File: config.mk
export PLATFORM = sky130hd
export DESIGN_NAME = pmc_power_ctrl
export DESIGN_NICKNAME = d
export VERILOG_FILES = /design/src/rtl/pmc_pkg.sv /design/src/rtl/pmc_rst_qual.sv /design/src/rtl/pmc_mode_ctl.sv /design/src/rtl/pmc_strobe_gen.sv /design/src/rtl/pmc_power_ctrl.sv
export SDC_FILE = /design/constraint.sdc
export NUM_CORES = 1
export LEC_CHECK = 0
export CAP_MARGIN = 20
export CORE_MARGIN = 3
export CORE_UTILIZATION = 35
export CTS_BUF_LIST = sky130_fd_sc_hd__clkbuf_16
export DETAILED_ROUTE_END_ITERATION = 6
export PLACE_DENSITY = 0.69
export REMOVE_ABC_BUFFERS = 1
export SYNTH_ARGS = -nofsm -noshare
export SYNTH_HDL_FRONTEND = slang
export SYNTH_SLANG_ARGS = --single-unit
export TNS_END_PERCENT = 30
File: constraint.sdc
create_clock -name clk -period 1.2 [get_ports clk]
set_input_delay 0.24 -clock clk [delete_from_list [all_inputs] [get_ports clk]]
set_output_delay 0.24 -clock clk [all_outputs]
set_load 0.005 [all_outputs]
File: src/rtl/pmc_pkg.sv
package pmc_pkg;

    typedef enum logic [1:0] {
        PM_RUN  = 2'd0,
        PM_IDLE = 2'd1,
        PM_DOWN = 2'd2
    } pmode_e;

    typedef struct packed {
        logic down;
        logic idle;
    } mode_bits_t;

    typedef struct packed {
        logic cpu_ce;
        logic per_ce;
    } clk_en_t;

    typedef struct packed {
        logic strobe;
        logic fetch_n;
    } pin_lvl_t;

    function automatic pmode_e decode_mode(input mode_bits_t b);
        if (b.down)      return PM_DOWN;
        else if (b.idle) return PM_IDLE;
        else             return PM_RUN;
    endfunction

    // Power down dominates when both request bits are set.
    function automatic mode_bits_t resolve_write(input logic [1:0] wd);
        mode_bits_t r;
        r.down = wd[1];
        r.idle = wd[0] & ~wd[1];
        return r;
    endfunction

    function automatic clk_en_t enables_for(input pmode_e m);
        clk_en_t e;
        e.cpu_ce = (m == PM_RUN);
        e.per_ce = (m != PM_DOWN);
        return e;
    endfunction

endpackage

File: src/rtl/pmc_rst_qual.sv
module pmc_rst_qual #(
    parameter int QUAL_CLKS = 24
) (
    input  logic clk,
    input  logic rst,
    input  logic pin,
    output logic qual
);
    localparam int CW = $clog2(QUAL_CLKS + 1);
    localparam logic [CW-1:0] LAST = CW'(QUAL_CLKS - 1);

    logic [CW-1:0] cnt;
    logic          qual_q;

    always_ff @(posedge clk) begin
        if (rst || !pin) begin
            cnt    <= '0;
            qual_q <= 1'b0;
        end else begin
            if (cnt != LAST) cnt <= cnt + 1'b1;
            qual_q <= (cnt == LAST);
        end
    end

    assign qual = qual_q;
endmodule

File: src/rtl/pmc_mode_ctl.sv
module pmc_mode_ctl
    import pmc_pkg::*;
(
    input  logic         clk,
    input  logic         rst,
    input  logic         core_rst,
    input  logic         wr,
    input  logic [1:0]   wdata,
    input  logic         irq,
    output mode_bits_t   bits,
    output pmode_e       mode,
    output clk_en_t      en
);
    mode_bits_t bits_q;

    assign mode = decode_mode(bits_q);
    assign en   = enables_for(mode);
    assign bits = bits_q;

    always_ff @(posedge clk) begin
        if (rst || core_rst) begin
            bits_q <= '0;
        end else begin
            unique case (mode)
                PM_RUN:  if (wr)  bits_q <= resolve_write(wdata);
                PM_IDLE: if (irq) bits_q.idle <= 1'b0;
                default: ;
            endcase
        end
    end
endmodule

File: src/rtl/pmc_strobe_gen.sv
module pmc_strobe_gen
    import pmc_pkg::*;
#(
    parameter int ALE_DIV  = 6,
    parameter int ALE_HIGH = 2
) (
    input  logic     clk,
    input  logic     rst,
    input  logic     core_rst,
    input  pmode_e   mode,
    input  logic     cfg_wr,
    input  logic     cfg_wdata,
    output logic     silence,
    output pin_lvl_t pins
);
    localparam int PW = $clog2(ALE_DIV);
    localparam logic [PW-1:0] PH_LAST = PW'(ALE_DIV - 1);
    localparam logic [PW-1:0] PH_HIGH = PW'(ALE_HIGH);

    logic          run;
    logic          silence_q;
    logic [PW-1:0] phase;

    assign run     = (mode == PM_RUN);
    assign silence = silence_q;

    always_ff @(posedge clk) begin
        if (rst || core_rst)      silence_q <= 1'b0;
        else if (run && cfg_wr)   silence_q <= cfg_wdata;
    end

    // Phase is held at zero whenever the strobe is not toggling, so every
    // return to toggling begins with the high part of the pattern.
    always_ff @(posedge clk) begin
        if (rst || core_rst || !run || silence_q) phase <= '0;
        else if (phase == PH_LAST)                phase <= '0;
        else                                      phase <= phase + 1'b1;
    end

    always_comb begin
        unique case (mode)
            PM_DOWN: pins = '{strobe: 1'b0, fetch_n: 1'b0};
            PM_IDLE: pins = '{strobe: 1'b1, fetch_n: 1'b1};
            default: pins = '{strobe: ~silence_q & (phase < PH_HIGH), fetch_n: 1'b1};
        endcase
    end
endmodule

File: src/rtl/pmc_power_ctrl.sv
module pmc_power_ctrl
    import pmc_pkg::*;
#(
    parameter int OSC_PER_MCYC = 12,
    parameter int RST_MCYC     = 2,
    parameter int ALE_DIV      = 6,
    parameter int ALE_HIGH     = 2
) (
    input  logic       clk,
    input  logic       rst,
    input  logic       rst_pin,
    input  logic       irq_pend,
    input  logic       pwr_wr,
    input  logic [1:0] pwr_wdata,
    input  logic       cfg_wr,
    input  logic       cfg_wdata,
    output logic [1:0] pwr_mode_q,
    output logic       ale_off_q,
    output logic       cpu_ce,
    output logic       per_ce,
    output logic       addr_strobe,
    output logic       fetch_en_n,
    output logic       core_rst
);
    localparam int QUAL_CLKS = OSC_PER_MCYC * RST_MCYC;

    mode_bits_t bits;
    pmode_e     mode;
    clk_en_t    en;
    pin_lvl_t   pins;
    logic       qual;

    pmc_rst_qual #(.QUAL_CLKS(QUAL_CLKS)) u_qual (
        .clk  (clk),
        .rst  (rst),
        .pin  (rst_pin),
        .qual (qual)
    );

    pmc_mode_ctl u_mode (
        .clk      (clk),
        .rst      (rst),
        .core_rst (qual),
        .wr       (pwr_wr),
        .wdata    (pwr_wdata),
        .irq      (irq_pend),
        .bits     (bits),
        .mode     (mode),
        .en       (en)
    );

    pmc_strobe_gen #(.ALE_DIV(ALE_DIV), .ALE_HIGH(ALE_HIGH)) u_strobe (
        .clk       (clk),
        .rst       (rst),
        .core_rst  (qual),
        .mode      (mode),
        .cfg_wr    (cfg_wr),
        .cfg_wdata (cfg_wdata),
        .silence   (ale_off_q),
        .pins      (pins)
    );

    assign pwr_mode_q  = {bits.down, bits.idle};
    assign cpu_ce      = en.cpu_ce;
    assign per_ce      = en.per_ce;
    assign addr_strobe = pins.strobe;
    assign fetch_en_n  = pins.fetch_n;
    assign core_rst    = qual;
endmodule

==> summary.md, run 1 <==
| Metric | Value |
|---|---|
| Status | `finished, violations left` |
| Violated checks | `setup timing` |
| RSZ-0062 raised after global routing | `true` |
| Final Cycle Share | `114%` |
| Area Overhead vs Synth | `70.9%` |
| Worst-path clk slew | `40 ps` |
| Ys Warns | `0` |
| Global-route usage over all layers | `~14%` |
| Arrival @ worst endpoint | `1130 ps` |
| Mapped cell area | `520 um2` |
| Global route total overflow | `0` |
| Worst R2R Start | `u_strobe.phase[1]` |
| Die Wd | `44.6 um` |
| Post-synth top area cell | `dfxtp_1` |
| DP HPWL | `~940 um` |
| Final min period | `1370 ps` |
| Critical path's slowest cell | `or3_1` |
| Mapped Cells | `55` |
| Sw Ratio | `20.0%` |
| Pleak | `approximately 0.4 nW` |
| Max-cap violations | `0` |
| Max Slew Vio Count | `0` |
| Clock power frac | `48.9%` |
| WP depth | `3` |
| Floorplan row count | `13` |
| Htree depth | `1` |
| Met2 usage | `about a quarter` |
| # port buffers | `16` |
| CTS Buffer Depth | `2` |
| Startpoint types | `flop` |
| Share of layout cells above drive strength 1 | `34.1%` |
| Share of flip-flops with an asynchronous set or reset | `0%` |
| IO Count | `17` |
| Pwr dens | `1360 nW/um2` |
| First-pass GRT wire length | `between 1500 and 2000 um` |
| Crit path launch | `u_strobe.silence` |
| Pin count of the biggest net entering global routing | `8` |
| Met3 Usage GRT | `1.22%` |
| Reg2Reg Depth | `5` |
| CTS Buf Count | `3` |
| Crit-path cells | `or3_1 -> a21oi_2 -> buf_2` |
| Share of the synthesized area in the top cell type | `46.2%` |
| Placed Instances | `98` |
| Nets@finish | `101` |
| Min-Delay Startpoint | `u_strobe.phase[0]` |
| Clock skew | `4.53 ps` |
| Grt peak-use layer | `met2` |
| CTS tree | `done` |
| CP Capture Type | `output port` |
| First drt pass iteration count | `4` |
| Worst vdd ir | `0.882 mV` |
| Via density | `4.90` |
| Final core utilization | `65.9%` |
| Initial antenna violation count | `0` |
| Final Setup Violations | `1` |
| CP required | `around 960 ps` |
| Psw | `about 0.00024 W` |
| Syn avg cell area | `9.46 um2` |
| DR vias | `around 500` |
| Sink Count | `12` |
| Post-DRT Antenna Nets | `0` |
| Worst-path fanout max | `2` |
| Least-Margin Pin Slew | `266 ps` |
| Initial Util | `38.6%` |
| Final instance area | `between 800 and 900 um2` |
| Number of synthesized register bits | `12` |
| Seq pwr share | `35.4%` |
| CORE AREA | `about 1400 um2` |
| Most used flip-flop cell after synthesis | `dfxtp_1` |
| ANT cells | `0` |
| Grt met1 use | `16.1%` |
| DRC viols | `0` |
| Post-synthesis sequential area ratio | `46.2%` |
| Max Clk Rate | `0.729 GHz` |
| Top area cells in the synthesized netlist | `dfxtp_1 46%, ha_1 7.2%, nor2_1 5.0%` |
| Number of synthesized flops with an enable pin | `0` |
| Root buffer cell | `clkbuf_16` |
| Hold Path Class | `reg2reg` |
| DR WL/cell | `11.9 um` |
| Finished Layout Cells | `103` |
| Commonest cells after routing, fill and taps aside | `12 x buf_4, 9 x dfxtp_1, 8 x clkdlybuf4s50_1, 7 x nor2_1, 4 x inv_1` |
| Hold Violations, Final | `0` |
| Vias in the first global route | `about 500` |
| Slew HR | `82.2%` |
| Hold Path Cell Cnt | `1` |
| DIE AREA | `between 1500 and 2000 um2` |
| Commonest non-fill, non-tap cell in the layout | `buf_4` |
| Overall Power | `0.00121 W` |
| Worst setup path class | `reg2out` |
| Gpl congestion | `0.718` |
| Initial DRC Count | `6` |
| Placed inst area | `790 um2` |
| Clk_lat worst skew | `240 ps` |
| Internal power | `0.000971 W` |
| Height of the die | `44.6 um` |
| Dpl ws | `-329 ps` |
| Combinational power share | `15.6%` |
| Worst setup margin | `-171 ps` |
| CP top delay family | `simple AND/OR/NAND/NOR gates` |
| Count of cell types in the netlist | `21` |
| Buf/Inv on CP | `1` |
| Crit-path max cell delay | `about 370 ps` |
| WL final | `1230 um` |
==> state kept, by name, summed over array words and instances, names as in the netlist <==
signal and flops:
u_strobe.silence 1, u_qual.cnt 5, u_mode.bits 2, u_qual.qual 1, u_strobe.phase 3
==> through the flow <==
stage	TNS [ps]	hold slack (ps)
after floorplan	0	357
after global placement	-1030	451
after detailed placement	-1270	458
after CTS	-229	474
after global routing	-269	500
final	-171	470
==> per-layer routing <==
layer | routed length, um | share of wire (%)
met5 | 0 | 0
met4 | 5 | 0.41
met3 | 108 | 8.8
met2 | 620 | 51
met1 | 492 | 40
==> cells in the mapped netlist, drive strengths merged (2+ instances only) <==
library cell	count
dfxtp	12
nor2	7
inv	5
a31oi	3
ha	3
nor3b	3
nor4	3
a21oi	2
mux2i	2
nand2b	2
nand3	2
xor2	2
==> power groups by stage <==
stage | Sequential, W | Clock (W) | Combinational (W)
2_1_floorplan | 0.000441 | 0 | 0.0000587
3_3_place_gp | 0.000436 | 0 | 0.000178
3_5_place_dp | 0.000437 | 0 | 0.000185
4_1_cts | 0.000430 | 0.000611 | 0.000178
5_1_grt | 0.000432 | 0.000629 | 0.000209
6_report | 0.000430 | 0.000594 | 0.000190
==> worst register-to-register path, cell delays in order (launching register included) <==
cell,delay [ps]
dfxtp_1,320
buf_4,110
inv_1,40
ha_1,190
a21o_1,210
nor4_1,170
==> final timing paths <==
path                                          end  slack (ps)
worst max-delay path                  addr_strobe        -170
worst min-delay path            u_strobe.phase[0]         470
worst max register to register  u_strobe.phase[0]          60
worst min register to register  u_strobe.phase[0]         470
==> layout make-up <==
type / count / area, um2
repair buffers: 30 / 255
inverters: 5 / 21.3
clock buffers: 3 / 75.1
well taps: 15 / 18.8
flip-flops and latches: 12 / 244
fillers: 105 / 460
clock inverters: 1 / 3.75
multi-input cells: 37 / 272
==> cell families after synthesis <==
group                    share of synthesized area, %
flip-flops                                       46.2
multiplexers                                     3.85
AO/OA/AOI/OAI                                    10.1
XOR/XNOR                                         5.05
AND/OR/NAND/NOR                                  22.6
adder cells (fa/ha/maj)                          7.21
buffers and inverters                            5.05
==> timing repair <==
| action | CTS | global route |
|---|---|---|
| endpoints found under the setup margin | 8 | 9 |
| pin swaps | 1 | 0 |
| gates resized for setup | 23 | 9 |
| setup buffers | 1 | 0 |
| hold buffers | 0 | 0 |
Power figures use the tool's default switching activity.
==> inputs of run 2 (changes only) <==
--- a/config.mk
+++ b/config.mk
@@ -5,6 +5,7 @@
 export SDC_FILE = /design/constraint.sdc
 export NUM_CORES = 1
 export LEC_CHECK = 0
+export ABC_CLOCK_PERIOD_IN_PS = 1200
 export CAP_MARGIN = 20
 export CORE_MARGIN = 3
 export CORE_UTILIZATION = 35
==> results of run 2 <==
No change in the layout: final DEF, timing and power equal those of run 1.
